<file path="config.mk">
export PLATFORM = sky130hd
export DESIGN_NAME = tx_echo_verifier
export DESIGN_NICKNAME = d
export VERILOG_FILES = /design/src/rtl/echo_pkg.sv /design/src/rtl/choice_store.sv /design/src/rtl/byte_compare.sv /design/src/rtl/echo_tracker.sv /design/src/rtl/tx_echo_verifier.sv
export SDC_FILE = /design/constraint.sdc
export NUM_CORES = 1
export LEC_CHECK = 0
export CAP_MARGIN = 0
export CORE_MARGIN = 4
export CORE_UTILIZATION = 30
export DETAILED_ROUTE_END_ITERATION = 16
export DONT_BUFFER_PORTS = 1
export SLEW_MARGIN = 15
export SYNTH_ARGS = -nofsm -noshare
export SYNTH_HDL_FRONTEND = slang
export SYNTH_SLANG_ARGS = --single-unit
</file>
<file path="constraint.sdc">
create_clock -name clk -period 2 [get_ports clk]
set_input_delay 0.2 -clock clk [delete_from_list [all_inputs] [get_ports clk]]
set_output_delay 0.2 -clock clk [all_outputs]
set_load 0.01 [all_outputs]
</file>
<file path="src/rtl/echo_pkg.sv">
package echo_pkg;
    localparam int unsigned CHOICE_W     = 8;
    localparam int unsigned CHOICE_SLOTS = 4;

    typedef enum logic {
        PH_COLLECT  = 1'b0,
        PH_FINISHED = 1'b1
    } chk_phase_e;
endpackage

</file>
<file path="src/rtl/choice_store.sv">
module choice_store #(
    parameter int unsigned W     = 8,
    parameter int unsigned N     = 4,
    localparam int unsigned AW   = (N > 1) ? $clog2(N) : 1
) (
    input  logic          clk,
    input  logic          rst_n,
    input  logic          wr_en,
    input  logic [AW-1:0] wr_addr,
    input  logic [W-1:0]  wr_data,
    input  logic [AW-1:0] rd_idx,
    output logic [W-1:0]  rd_data
);
    logic [W-1:0] slot_d [N];
    logic [W-1:0] slot_q [N];

    for (genvar gi = 0; gi < N; gi++) begin : g_slot
        always_comb begin
            slot_d[gi] = slot_q[gi];
            if (wr_en && (wr_addr == AW'(gi))) begin
                slot_d[gi] = wr_data;
            end
        end

        always_ff @(posedge clk or negedge rst_n) begin
            if (!rst_n) begin
                slot_q[gi] <= '0;
            end else begin
                slot_q[gi] <= slot_d[gi];
            end
        end
    end

    // Direct read path into the comparator
    assign rd_data = slot_q[rd_idx];
endmodule

</file>
<file path="src/rtl/byte_compare.sv">
module byte_compare #(
    parameter int unsigned W = 8
) (
    input  logic [W-1:0] lhs,
    input  logic [W-1:0] rhs,
    output logic         differ
);
    logic [W-1:0] bit_diff;

    for (genvar gb = 0; gb < W; gb++) begin : g_bit
        assign bit_diff[gb] = lhs[gb] ^ rhs[gb];
    end

    assign differ = |bit_diff;
endmodule

</file>
<file path="src/rtl/echo_tracker.sv">
module echo_tracker
    import echo_pkg::*;
#(
    parameter int unsigned N   = 4,
    localparam int unsigned AW = (N > 1) ? $clog2(N) : 1
) (
    input  logic          clk,
    input  logic          rst_n,
    input  logic          clr,
    input  logic          echo_valid,
    input  logic          byte_differs,
    output logic [AW-1:0] cmp_idx,
    output logic          done,
    output logic          miss_seen
);
    localparam logic [AW-1:0] LAST_IDX = AW'(N - 1);

    typedef struct packed {
        logic [AW-1:0] idx;
        chk_phase_e    phase;
        logic          miss;
    } trk_t;

    trk_t st_d, st_q;
    logic accept;

    always_comb begin
        st_d   = st_q;
        accept = echo_valid && (st_q.phase == PH_COLLECT);
        if (clr) begin
            st_d.idx   = '0;
            st_d.phase = PH_COLLECT;
            st_d.miss  = 1'b0;
        end else if (accept) begin
            if (byte_differs) begin
                st_d.miss = 1'b1;
            end
            if (st_q.idx == LAST_IDX) begin
                st_d.phase = PH_FINISHED;
                st_d.idx   = '0;
            end else begin
                st_d.idx = st_q.idx + 1'b1;
            end
        end
    end

    always_ff @(posedge clk or negedge rst_n) begin
        if (!rst_n) begin
            st_q <= '{idx: '0, phase: PH_COLLECT, miss: 1'b0};
        end else begin
            st_q <= st_d;
        end
    end

    assign cmp_idx   = st_q.idx;
    assign done      = (st_q.phase == PH_FINISHED);
    assign miss_seen = st_q.miss;
endmodule

</file>
<file path="src/rtl/tx_echo_verifier.sv">
module tx_echo_verifier
    import echo_pkg::*;
(
    input  logic       clk,
    input  logic       rst_n,
    input  logic       clr,
    input  logic       wr_en,
    input  logic [1:0] wr_addr,
    input  logic [7:0] wr_data,
    input  logic       echo_valid,
    input  logic [7:0] echo_byte,
    output logic       check_done,
    output logic       mismatch,
    output logic       tx_good
);
    localparam int unsigned W  = CHOICE_W;
    localparam int unsigned N  = CHOICE_SLOTS;
    localparam int unsigned AW = (N > 1) ? $clog2(N) : 1;

    logic [AW-1:0] cmp_idx;
    logic [W-1:0]  stored_byte;
    logic          byte_differs;
    logic          done_w;
    logic          miss_w;

    choice_store #(.W(W), .N(N)) u_store (
        .clk     (clk),
        .rst_n   (rst_n),
        .wr_en   (wr_en),
        .wr_addr (wr_addr),
        .wr_data (wr_data),
        .rd_idx  (cmp_idx),
        .rd_data (stored_byte)
    );

    byte_compare #(.W(W)) u_cmp (
        .lhs    (echo_byte),
        .rhs    (stored_byte),
        .differ (byte_differs)
    );

    echo_tracker #(.N(N)) u_trk (
        .clk          (clk),
        .rst_n        (rst_n),
        .clr          (clr),
        .echo_valid   (echo_valid),
        .byte_differs (byte_differs),
        .cmp_idx      (cmp_idx),
        .done         (done_w),
        .miss_seen    (miss_w)
    );

    assign check_done = done_w;
    assign mismatch   = miss_w;
    assign tx_good    = done_w & ~miss_w;
endmodule

</file>
==> reports/metrics.json, run 1 <==
{
  "clocking": {
    "clock_sink_count": 36,
    "ctsLongestPathBuffers": 2,
    "cts.clk_slew.worst_paths_ns": 0.07,
    "cts.htree.levels": 2,
    "insertion_delay_ns": 0.28,
    "cts_buffers": 5,
    "cts_tree": "yes",
    "ctsRootBufferMaster": "clkbuf_8"
  },
  "layout": {
    "postLayoutCellArea_sq_mm": 0.001901,
    "nFillCells": 530,
    "synthToLayoutAreaGrowth_pct": 12.44,
    "drive_above_1_share_pct": 37.39,
    "num_antenna_cells": 0,
    "fin_nets": 139
  },
  "critical_path": {
    "timing.critical_path.from": "u_trk.cmp_idx[0]$_DFFE_PN0P_",
    "worst_setup_path_end_kind": "flip-flop",
    "cp_slowest_cell": "mux4_1",
    "path_cells": "mux4_1 > xnor2_1 > nand4_1 > o21ai_1 > o21ai_1",
    "crit_required_ns": 2.17,
    "worst-r2r-cell-count": 5,
    "crit_family": "multiplexers",
    "crit_arrival_ns": 2.00,
    "worst-path-buf-inv": 0,
    "start_kind": "flip-flop",
    "crit_top_cell": "o21ai_1",
    "cp_slowest_stage_delay_ns": 0.61,
    "critical_path_class": "flip-flop to flip-flop",
    "r2r-start": "u_trk.cmp_idx[0]$_DFFE_PN0P_",
    "cp_num_cells": 5,
    "cp_max_fo": 11
  },
  "timing": {
    "max_freq_mhz": 546.0,
    "min_period_over_period_pct": 91.57,
    "worst_clock_skew_on_the_final_layout_ns": 0.002896,
    "fin_tns_setup_ns": 0,
    "hold_viol_final": 0,
    "fin_crit_ns": 1.831,
    "final_slew_viol_count": 0,
    "max_slew_margin_pct": 63.30,
    "rsz0062_at_grt": "false",
    "hold_ws_ns": 0.06189,
    "worst_slew_pin_slew_ns": 0.5489,
    "setup-violations-final": 0
  },
  "min_path": {
    "hold_path.startpoint": "wr_data[3]",
    "worst_hold_path.num_cells": 1,
    "min_delay_worst_type": "input pin to flip-flop"
  },
  "place": {
    "post_dp_cell_area_sq_mm": 0.001763,
    "place.detailed.hpwl_um": 2229,
    "place_congestion": 0.6766,
    "portBuffers": 0
  },
  "yosys": {
    "synthSimpleGateAreaFrac_pct": 4.589,
    "synth-main-ff-cell": "dfrtp_1",
    "yosys.cell_types.count": 19,
    "syn_inst": 106,
    "seq_area_frac_synth_pct": 53.29,
    "ys_ff_latch": 36,
    "synthArstFlopShare_pct": 100.0,
    "post_synth.cell_area_avg_sq_um": 15.95,
    "synthAdderAreaFrac_pct": 0.7402,
    "syn-cell-area_sq_mm": 0.001690,
    "synth_fp_nets": 130,
    "ys_warn_count": 0,
    "synth_compound_area_share_pct": 1.184,
    "synth_top_family_by_area": "multiplexers",
    "synth_mux_area_share_pct": 34.34,
    "synth_edf_count": 0,
    "xor_xnor_portion_of_the_synthesized_cell_area_pct": 4.145
  },
  "pwr": {
    "power_density_mw_per_mm2": 931.3,
    "power_leakage_nw": 0.7747,
    "power.ir.vdd_worst_uv": 253.3
  },
  "floorplan": {
    "initial_utilization_pct": 30.89,
    "num_rows": 27,
    "placeable_core_area_sq_mm": 0.005473,
    "die_y_um": 83.07,
    "die_area_sq_mm": 0.006900,
    "ioPinCount": 26,
    "floorplan.die.width_um": 83.07
  },
  "drt": {
    "routed_wirelength_um": 3230,
    "detail_route.iter0.violations": 55,
    "drt_drc_violations_left": 0,
    "drt-vias-per-instance": 4.850,
    "drt_pre_antenna_iters": 4,
    "wire_per_inst_um": 17.27,
    "ant_nets": 0,
    "vias": 907
  },
  "global_route": {
    "grt_first_pass_wirelength_um": 5326,
    "grt_start_max_net_pins": 37,
    "overflow": 0,
    "groute.usage.overall_pct": 10.25,
    "number_of_global_route_vias_before_repair": 978,
    "antenna_found_initial": 0
  },
  "status": {
    "run_status": "completed"
  },
  "flow_run": {
    "cap_viol_max_count": 0
  }
}
cell families (layout without fill, tap and decap cells):
| kind of cell | Yosys count | after routing |
|---|---|---|
| AOI/OAI and AO/OA | 4 | 4 |
| xor gates and xnor gates | 8 | 8 |
| adders and majority gates | 1 | 1 |
| buffers and inverters | 3 | 12 |
| DFF | 36 | 36 |
| muxes | 41 | 41 |
| and+or+nand+nor | 13 | 13 |
sequential cells by signal (all words and copies together), names as in the netlist:
register and flops:
u_trk.miss_seen 1, u_trk.cmp_idx 2, u_trk.done 1, u_store.slot_q 32
layer usage:
layer	share of wire, %	wire length, um	global-route usage [%]	vias to the layer above
met2	50	1622	15.89	21
met4	2.4	77	5.349	0
li1	-	-	-	419
met1	41	1340	11.79	463
met5	0	0	0	-
met3	5.9	190	4.762	4
cell type report:
class | count | area, sq um | area share (%)
Sequential cell | 36 | 902.1 | 47.47
Clock buffer | 7 | 96.34 | 5.069
Tap cell | 72 | 90.09 | 4.740
Timing Repair Buffer | 4 | 47.55 | 2.502
Multi-Input combinational cell | 67 | 760.7 | 40.03
Inverter | 1 | 3.754 | 0.1975
cell usage in the layout, fill, tap and decap left out:
| cell type | n |
|---|---|
| dlygate4sd3_1 | 2 |
| clkbuf_8 | 7 |
| xnor2_1 | 8 |
| nand3b_1 | 2 |
| inv_1 | 1 |
| mux2i_1 | 1 |
| a21oi_1 | 2 |
| dfrtp_1 | 35 |
| buf_12 | 1 |
| nor2b_1 | 1 |
| ha_1 | 1 |
| nand4_1 | 2 |
| dfrtp_2 | 1 |
| nand2b_1 | 1 |
| nor2_1 | 4 |
| nor3_1 | 1 |
| mux4_1 | 8 |
| nand3_1 | 1 |
| o21ai_1 | 2 |
| buf_4 | 1 |
| mux2_2 | 32 |
| nor3b_2 | 1 |
Yosys cell counts (2+ instances only):
master,instances,area (sq um)
nand4_1,2,12.51
xnor2_1,8,70.07
dfrtp_1,36,900.9
nor2_1,4,15.01
mux4_1,8,210.2
nand3b_1,2,15.01
a21oi_1,2,10.01
o21ai_1,2,10.01
mux2_2,32,360.4
metrics by stage:
stage	power [mW]	setup slack (ns)	instances	utilization (%)
5_1_grt	1.872	0.05478	187	34.73
4_1_cts	1.800	0.0008589	187	34.71
2_1_floorplan	1.171	0.4138	106	-
3_3_place_gp	1.207	0.03391	177	32.21
3_5_place_dp	1.225	0.02001	177	32.21
6_report	1.770	0.1685	187	34.73
final timing paths:
path                       slack [ns]                        endpoint
hold reg to reg                  0.50  u_store.slot_q[21]$_DFFE_PN0P_
min in group asynchronous        0.37   u_store.slot_q[9]$_DFFE_PN0P_
max in group asynchronous        1.44    u_trk.cmp_idx[0]$_DFFE_PN0P_
hold / removal                   0.06  u_store.slot_q[11]$_DFFE_PN0P_
setup reg to reg                 0.17     u_trk.miss_seen$_DFFE_PN0P_
setup / recovery                 0.17     u_trk.miss_seen$_DFFE_PN0P_
what timing repair did:
item | 4_1_cts | 5_1_grt
gates resized for setup | 0 | 1
hold buffers | 3 | 0
setup endpoints to repair | 0 | 1
setup buffers | 0 | 0
hold endpoints to repair | 40 | 0
power breakdown:
group | switching [mW] | internal, mW
logic | 0.100 | 0.202
clock network | 0.235 | 0.306
registers | 0.0703 | 0.856
No activity file was read; power rests on OpenSTA's default activity.
==> inputs of run 2 (changes only) <==
- REMOVE_ABC_BUFFERS: unset -> 1
- SYNTH_HIERARCHICAL: unset -> 1
==> run 2 against run 1 <==
  * The run now ends with setup timing left
  * Combinational power grew 15%
  * Cell count grew 0.53%
  * Routed wire length grew 3.5%
  * Clock skew shrank 0.00062 ns
  * Sequential share of layout area shrank 1.2 points
  * Power grew 1.3%
  * Synthesized cell count shrank 0.94%
  * Sequential cell count is the same
  * Critical path type unchanged
  * Largest cell class unchanged
==> reports/metrics.json, run 2 <==
{
  "layout": {
    "largest_reg_flops": {"value": 32, "change": "unchanged"},
    "post_layout_nonfiller_instances": {"value": 188, "change": "+0.53%"},
    "num_antenna_cells": {"value": 0, "change": "unchanged"},
    "postLayoutCoreUtil": {"value": 37.04, "unit": "%", "change": "+2.3 points"},
    "synthToLayoutAreaGrowth_pct": 16.42,
    "mostFrequentLayoutCell": "dfrtp_1",
    "drive_above_1_share": {"value": 50.85, "unit": "%", "change": "+13 points"},
    "postLayoutCellArea": {"value": 0.001952, "unit": "sq mm", "change": "+2.7%"},
    "fin_nets": {"value": 141, "change": "+1.4%"},
    "largest-register": "u_store/slot_q",
    "layout.cells.most_common_list": "dfrtp_1, mux2_2, xor2_1, mux4_2, clkbuf_8"
  },
  "place": {
    "post_dp_cell_area": {"value": 0.001790, "unit": "sq mm", "change": "+1.6%"},
    "place_congestion": {"value": 0.6315, "change": "-6.7%"},
    "placed_cells_incl_taps": {"value": 176, "change": "-0.56%"},
    "detailedPlace.worstSlack": {"value": -0.05568, "unit": "ns", "change": "-0.07569 ns"},
    "portBuffers": {"value": 0, "change": "unchanged"},
    "place.detailed.hpwl": {"value": 2361, "unit": "um", "change": "+5.9%"}
  },
  "yosys": {
    "yosys.cell_types.count": {"value": 16, "change": "-3"},
    "ys_ff_latch": {"value": 36, "change": "unchanged"},
    "syn_inst": {"value": 105, "change": "-0.94%"},
    "post_synth.cell_area_avg": {"value": 15.97, "unit": "sq um", "change": "+0.13%"},
    "ys_warn_count": {"value": 6, "change": "+6"},
    "syn-cell-area": {"value": 0.001677, "unit": "sq mm", "change": "-0.81%"},
    "synth_top_cell_by_area": "dfrtp_1",
    "yosys.area.top_type_share": {"value": 53.73, "unit": "%", "change": "+0.44 points"},
    "yosys.cell_count.top_type": "dfrtp_1",
    "seq_area_frac_synth": {"value": 53.73, "unit": "%", "change": "+0.44 points"},
    "synth-main-ff-cell": "dfrtp_1",
    "synthTopCellsByArea": "dfrtp_1, mux2_2, mux4_2",
    "synthArstFlopShare": {"value": 100.0, "unit": "%", "change": "unchanged"},
    "synth_edf_count": {"value": 0, "change": "unchanged"},
    "synth_top_cells_by_count": "dfrtp_1, mux2_2, mux4_2, xor2_1, nor2_1"
  },
  "pwr": {
    "power_leakage": {"value": 0.8012, "unit": "nW", "change": "+3.4%"},
    "power.ir.vdd_worst": {"value": 281.3, "unit": "uV", "change": "+11%"},
    "power_density": {"value": 918.6, "unit": "mW/mm^2", "change": "-1.4%"},
    "p_total": {"value": 1.793, "unit": "mW", "change": "+1.3%"}
  },
  "status": {
    "run_status": "finished with violations",
    "failing_checks": "setup timing"
  },
  "timing": {
    "worst_slew_pin_slew": {"value": 0.5449, "unit": "ns", "change": "-0.003980 ns"},
    "setup-violations-final": {"value": 1, "change": "+1"},
    "hold_ws": {"value": 0.06167, "unit": "ns", "change": "-0.0002204 ns"},
    "final_slew_viol_count": {"value": 0, "change": "unchanged"},
    "setup_slack": {"value": -0.01610, "unit": "ns", "change": "-0.1846 ns"},
    "fin_crit": {"value": 2.016, "unit": "ns", "change": "+0.1846 ns"},
    "hold_viol_final": {"value": 0, "change": "unchanged"},
    "min_period_over_period": {"value": 100.8, "unit": "%", "change": "+9.2 points"},
    "worst_clock_skew_on_the_final_layout": {"value": 0.002278, "unit": "ns", "change": "-0.0006178 ns"},
    "fin_tns_setup": {"value": -0.01610, "unit": "ns", "change": "-0.01610 ns"},
    "max_freq": {"value": 496.0, "unit": "MHz", "change": "-9.2%"},
    "rsz0062_at_grt": "true",
    "max_slew_margin": {"value": 63.63, "unit": "%", "change": "+0.34 points"}
  },
  "floorplan": {
    "die_y": {"value": 82.76, "unit": "um", "change": "-0.37%"},
    "num_rows": {"value": 26, "change": "-3.7%"},
    "ioPinCount": {"value": 26, "change": "unchanged"},
    "floorplan.die.width": {"value": 82.76, "unit": "um", "change": "-0.37%"},
    "initial_utilization": {"value": 31.81, "unit": "%", "change": "+0.93 points"},
    "placeable_core_area": {"value": 0.005270, "unit": "sq mm", "change": "-3.7%"},
    "die_area": {"value": 0.006848, "unit": "sq mm", "change": "-0.74%"}
  },
  "min_path": {
    "worst_hold_path.num_cells": {"value": 1, "change": "unchanged"},
    "min_delay_worst_type": "input pin to flip-flop",
    "worst_hold_path.endpoint": "u_store/slot_q[0]$_DFFE_PN0P_",
    "hold_path.startpoint": "wr_data[0]"
  },
  "critical_path": {
    "r2r-start": "u_trk/cmp_idx[0]$_DFFE_PN0P_",
    "worst_setup_path_end_kind": "flip-flop",
    "crit_required": {"value": 2.17, "unit": "ns", "change": "about the same"},
    "start_kind": "flip-flop",
    "regToRegEndpoint": "u_trk/miss_seen$_DFFE_PN0P_",
    "reg2reg_setup_slack": {"value": -0.02, "unit": "ns", "change": "-0.18 ns"},
    "cp_max_fo": {"value": 6, "change": "-5"},
    "worst-r2r-cell-count": {"value": 7, "change": "+2"},
    "critical_path_class": "flip-flop to flip-flop",
    "crit_arrival": {"value": 2.18, "unit": "ns", "change": "+0.18 ns"}
  },
  "clocking": {
    "insertion_delay": {"value": 0.28, "unit": "ns", "change": "about the same"},
    "cts_tree": "yes",
    "cts.htree.levels": {"value": 2, "change": "unchanged"},
    "ctsRootBufferMaster": "clkbuf_8",
    "ctsLongestPathBuffers": {"value": 2, "change": "unchanged"},
    "cts_buffers": {"value": 5, "change": "unchanged"},
    "cts.clk_slew.worst_paths": {"value": 0.07, "unit": "ns", "change": "about the same"},
    "clock_sink_count": {"value": 36, "change": "unchanged"}
  },
  "drt": {
    "drt_pre_antenna_iters": {"value": 2, "change": "-2"},
    "ant_nets": {"value": 0, "change": "unchanged"},
    "vias": {"value": 916, "change": "+0.99%"},
    "wire_per_inst": {"value": 17.78, "unit": "um", "change": "+2.9%"},
    "routed_wirelength": {"value": 3342, "unit": "um", "change": "+3.5%"},
    "drt_drc_violations_left": {"value": 0, "change": "unchanged"},
    "detail_route.iter0.violations": {"value": 29, "change": "-47%"},
    "drt-vias-per-instance": {"value": 4.872, "change": "+0.46%"}
  },
  "global_route": {
    "number_of_global_route_vias_before_repair": {"value": 1013, "change": "+3.6%"},
    "grt_start_max_net_pins": {"value": 37, "change": "unchanged"},
    "overflow": {"value": 0, "change": "unchanged"},
    "antenna_found_initial": {"value": 0, "change": "unchanged"},
    "grt_first_pass_wirelength": {"value": 5299, "unit": "um", "change": "-0.51%"},
    "groute.usage.overall": {"value": 11.24, "unit": "%", "change": "+0.99 points"}
  },
  "flow_run": {
    "cap_viol_max_count": {"value": 0, "change": "unchanged"}
  }
}
==> run 2: cell types whose count changed after synthesis, sizes merged, moves of 2 or more <==
cell,previous run,this run
xor2,0,8
xnor2,8,0
nor4,0,2
o21ai,2,0
nand4,2,0
==> run 2: logic make-up after synthesis <==
group / after synthesis / share of synthesized area [%]
buffers and inverters: 2 / 0.5219
and+or+nand+nor: 14 / 6.791
xor gates and xnor gates: 8 / 4.179
muxes: 42 / 33.43
DFF: 36 / 53.73
AOI/OAI and AO/OA: 2 / 0.5970
adders and majority gates: 1 / 0.7461
==> run 2: worst max path at each step <==
| stage | cells after the start | to | startpoint |
|---|---|---|---|
| 2_1_floorplan | 6 | u_trk/miss_seen$_DFFE_PN0P_ | u_trk/cmp_idx[0]$_DFFE_PN0P_ |
| 6_report | 7 | u_trk/miss_seen$_DFFE_PN0P_ | u_trk/cmp_idx[0]$_DFFE_PN0P_ |
| 3_3_place_gp | 7 | u_trk/miss_seen$_DFFE_PN0P_ | u_trk/cmp_idx[1]$_DFFE_PN0P_ |
| 3_5_place_dp | 7 | u_trk/miss_seen$_DFFE_PN0P_ | u_trk/cmp_idx[1]$_DFFE_PN0P_ |
| 5_1_grt | 7 | u_trk/miss_seen$_DFFE_PN0P_ | u_trk/cmp_idx[0]$_DFFE_PN0P_ |
| 4_1_cts | 7 | u_trk/miss_seen$_DFFE_PN0P_ | u_trk/cmp_idx[0]$_DFFE_PN0P_ |
==> run 2: per-layer routing <==
metal	track usage [%]	up-vias	part of all wire, %
li1	-	409	-
met1	11.94	477	39
met2	17.87	24	49
met3	7.158	6	10
met4	4.412	0	1.3
met5	0	-	0
==> run 2: critical path: stages (launching register included) <==
cell	delay, ns
dfrtp_1	0.41
buf_12	0.15
mux4_2	0.51
xor2_1	0.19
nor4_2	0.33
nand2_1	0.13
a21oi_2	0.14
nor2_1	0.06
==> run 2: cell type report <==
class	count	area [sq um]
Fill cell	510	3318
Timing Repair Buffer	7	95.09
Multi-Input combinational cell	67	777.0
Clock buffer	8	90.09
Sequential cell	36	902.1
Tap cell	70	87.58
==> run 2: power breakdown <==
part	leakage, nW	internal [mW]	switching [mW]
Combinational	0.326	0.224	0.122
Clock	0.0455	0.281	0.240
Sequential	0.430	0.857	0.0694
Total	0.801	1.36	0.432
==> run 2: timing repair <==
action | in CTS | in global routing
setup endpoints to repair | 1 | 1
pin swaps | 0 | 2
gates resized for setup | 2 | 1
hold endpoints to repair | 40 | 0
setup buffers | 0 | 1
hold buffers | 3 | 0
==> inputs of run 3 (changes only) <==
- CORE_UTILIZATION: 30 -> 61
- PLACE_DENSITY: unset -> 0.77
==> run 3 against run 2 <==
  * The flow now finishes without violations
  * Routed wire length fell by 3.6%
  * Clock skew increased by 0.013 ns
  * Combinational power increased by 4%
  * Sequential power hardly changed
  * Clock-buffer cell count down 2
  * Non-clock buffer count up 13
  * Critical path type unchanged
  * Largest power group unchanged
  * Critical path depth unchanged
  * Global-route usage is 9.0 points higher
==> reports/metrics.json, run 3 (synthesis gave the netlist of run 2 again) <==
{
  "timing": {
    "fin_crit": {"value": 1.919, "unit": "ns", "change": "-0.09728 ns"},
    "setup_slack": {"value": 0.08117, "unit": "ns", "change": "+0.09728 ns"},
    "worst_clock_skew_on_the_final_layout": {"value": 0.01559, "unit": "ns", "change": "+0.01331 ns"},
    "min_period_over_period": {"value": 95.94, "unit": "%", "change": "-4.9 points"},
    "final_slew_viol_count": {"value": 0, "change": "unchanged"},
    "max_freq": {"value": 521.2, "unit": "MHz", "change": "+5.1%"},
    "hold_viol_final": {"value": 0, "change": "unchanged"},
    "max_slew_margin": {"value": 66.27, "unit": "%", "change": "+2.6 points"},
    "hold_ws": {"value": 0.03126, "unit": "ns", "change": "-0.03042 ns"},
    "fin_tns_setup": {"value": 0, "unit": "ns", "change": "+0.01610 ns"},
    "rsz0062_at_grt": "false",
    "setup-violations-final": {"value": 0, "change": "-1"},
    "worst_slew_pin_slew": {"value": 0.5054, "unit": "ns", "change": "-0.03953 ns"}
  },
  "clocking": {
    "cts.clk_slew.worst_paths": {"value": 0.12, "unit": "ns", "change": "+0.05 ns"},
    "cts.htree.levels": {"value": 2, "change": "unchanged"},
    "insertion_delay": {"value": 0.34, "unit": "ns", "change": "+0.06 ns"},
    "cts_buffers": {"value": 5, "change": "unchanged"},
    "cts_tree": "yes",
    "clock_sink_count": {"value": 36, "change": "unchanged"},
    "ctsRootBufferMaster": "clkbuf_4",
    "ctsLongestPathBuffers": {"value": 2, "change": "unchanged"}
  },
  "floorplan": {
    "placeable_core_area": {"value": 0.002545, "unit": "sq mm", "change": "-52%"},
    "num_rows": {"value": 18, "change": "-31%"},
    "ioPinCount": {"value": 26, "change": "unchanged"},
    "die_area": {"value": 0.003651, "unit": "sq mm", "change": "-47%"},
    "die_y": {"value": 60.43, "unit": "um", "change": "-27%"},
    "floorplan.die.width": {"value": 60.43, "unit": "um", "change": "-27%"},
    "initial_utilization": {"value": 65.88, "unit": "%", "change": "+34 points"}
  },
  "drt": {
    "wire_per_inst": {"value": 20.02, "unit": "um", "change": "+13%"},
    "ant_nets": {"value": 0, "change": "unchanged"},
    "detail_route.iter0.violations": {"value": 38, "change": "+31%"},
    "drt_drc_violations_left": {"value": 0, "change": "unchanged"},
    "routed_wirelength": {"value": 3223, "unit": "um", "change": "-3.6%"},
    "vias": {"value": 988, "change": "+7.9%"},
    "drt-vias-per-instance": {"value": 6.137, "change": "+26%"},
    "drt_pre_antenna_iters": {"value": 4, "change": "+2"}
  },
  "layout": {
    "largest_reg_flops": {"value": 32, "change": "unchanged"},
    "num_antenna_cells": {"value": 0, "change": "unchanged"},
    "mostFrequentLayoutCell": "dfrtp_1",
    "largest-register": "u_store/slot_q",
    "fin_nets": {"value": 154, "change": "+9.2%"},
    "sequential_cell_area": {"value": 900.9, "unit": "sq um", "change": "-0.14%"},
    "multi_input_area": {"value": 777.0, "unit": "sq um", "change": "unchanged"},
    "nFillCells": {"value": 145, "change": "-72%"},
    "drive_above_1_share": {"value": 45.80, "unit": "%", "change": "-5.0 points"},
    "post_layout_nonfiller_instances": {"value": 161, "change": "-14%"},
    "layout.cells.most_common_list": "dfrtp_1, mux2_2, dlygate4sd3_1, xor2_1, mux4_2",
    "postLayoutCellArea": {"value": 0.001983, "unit": "sq mm", "change": "+1.6%"},
    "synthToLayoutAreaGrowth_pct": 18.28,
    "postLayoutCoreUtil": {"value": 77.93, "unit": "%", "change": "+41 points"}
  },
  "critical_path": {
    "critical_path_class": "flip-flop to flip-flop",
    "start_kind": "flip-flop",
    "cp_slowest_stage_delay": {"value": 0.51, "unit": "ns", "change": "about the same"},
    "cp_num_cells": {"value": 7, "change": "unchanged"},
    "cp_slowest_cell": "mux4_2",
    "path_cells": "buf_6 > mux4_2 > xor2_1 > nor4_2 > nand2_1 > a21oi_2 > nor2_1",
    "crit_family": "multiplexers",
    "worst-r2r-cell-count": {"value": 7, "change": "unchanged"},
    "worst-path-buf-inv": {"value": 1, "change": "unchanged"},
    "cp_max_fo": {"value": 6, "change": "unchanged"},
    "crit_arrival": {"value": 2.16, "unit": "ns", "change": "-0.02 ns"},
    "crit_required": {"value": 2.25, "unit": "ns", "change": "+0.08 ns"},
    "worst_setup_path_end_kind": "flip-flop"
  },
  "global_route": {
    "antenna_found_initial": {"value": 0, "change": "unchanged"},
    "overflow": {"value": 0, "change": "unchanged"},
    "grt_start_max_net_pins": {"value": 37, "change": "unchanged"},
    "number_of_global_route_vias_before_repair": {"value": 1101, "change": "+8.7%"},
    "grt_first_pass_wirelength": {"value": 5161, "unit": "um", "change": "-2.6%"},
    "groute.usage.overall": {"value": 20.25, "unit": "%", "change": "+9.0 points"}
  },
  "status": {
    "run_status": "completed"
  },
  "place": {
    "post_dp_cell_area": {"value": 0.001720, "unit": "sq mm", "change": "-3.9%"},
    "portBuffers": {"value": 0, "change": "unchanged"},
    "placed_cells_incl_taps": {"value": 135, "change": "-23%"},
    "detailedPlace.worstSlack": {"value": 0.005231, "unit": "ns", "change": "+0.06091 ns"},
    "place.detailed.hpwl": {"value": 2059, "unit": "um", "change": "-13%"},
    "place_congestion": {"value": 0.6983, "change": "+11%"}
  },
  "flow_run": {
    "cap_viol_max_count": {"value": 0, "change": "unchanged"}
  },
  "min_path": {
    "min_delay_worst_type": "input pin to flip-flop",
    "worst_hold_path.num_cells": {"value": 1, "change": "unchanged"}
  },
  "pwr": {
    "power.ir.vdd_worst": {"value": 733.4, "unit": "uV", "change": "+160%"},
    "power_leakage": {"value": 0.8449, "unit": "nW", "change": "+5.5%"},
    "p_total": {"value": 1.693, "unit": "mW", "change": "-5.6%"},
    "power_density": {"value": 853.9, "unit": "mW/mm^2", "change": "-7.0%"}
  }
}
run 3: changes by cell type in the layout (fill, tap and decap cells not counted), sizes merged:
cell / change
clkinv: +2
clkbuf: -2
buf: -1
dlygate4sd3: +14
run 3: final timing paths:
| check | start | endpoint | slack [ns] |
|---|---|---|---|
| min in group asynchronous | rst_n | u_trk/done$_DFFE_PN0P_ | 0.29 |
| hold reg to reg | u_store/slot_q[9]$_DFFE_PN0P_ | u_store/slot_q[9]$_DFFE_PN0P_ | 0.52 |
| setup / recovery | u_trk/cmp_idx[0]$_DFFE_PN0P_ | u_trk/miss_seen$_DFFE_PN0P_ | 0.08 |
| setup reg to reg | u_trk/cmp_idx[0]$_DFFE_PN0P_ | u_trk/miss_seen$_DFFE_PN0P_ | 0.08 |
| max in group asynchronous | rst_n | u_store/slot_q[2]$_DFFE_PN0P_ | 1.52 |
| hold / removal | wr_data[2] | u_store/slot_q[10]$_DFFE_PN0P_ | 0.03 |
run 3: area by class of cell:
class / instances / area share (%)
clock buffers: 6 / 2.587
clock inverters: 2 / 0.5047
multi-input cells: 67 / 39.18
flip-flops and latches: 36 / 45.43
well taps: 30 / 1.893
repair buffers: 20 / 10.41
run 3: per-layer routing:
metal / vias up / share of wire [%] / track usage (%)
li1: 442 / - / -
met1: 510 / 39 / 23.68
met2: 30 / 51 / 33.64
met3: 6 / 9.2 / 9.149
met4: 0 / 1.3 / 6.502
met5: - / 0 / 0
run 3: repair_timing:
| action | in CTS | in global routing |
|---|---|---|
| pin swaps | 0 | 1 |
| endpoints found under the setup margin | 1 | 1 |
| hold endpoints to repair | 57 | 14 |
| setup buffers | 0 | 1 |
| gates resized for setup | 1 | 2 |
| cloned | 0 | 0 |
| hold buffers | 11 | 6 |
run 3: worst reg2reg max path: cells and delay by family, from the launching register on:
| family | cells | cell delay, ns |
|---|---|---|
| XOR/XNOR | 1 | 0.18 |
| multiplexers | 1 | 0.51 |
| buffers and inverters | 1 | 0.15 |
| AO/OA/AOI/OAI | 1 | 0.14 |
| flip-flops | 1 | 0.39 |
| AND/OR/NAND/NOR | 3 | 0.47 |
run 3: power by group:
| part | internal, mW | total (mW) | switching [mW] |
|---|---|---|---|
| clock network | 0.167 | 0.405 | 0.238 |
| logic | 0.231 | 0.359 | 0.128 |
| registers | 0.855 | 0.929 | 0.0747 |
| total | 1.25 | 1.69 | 0.440 |
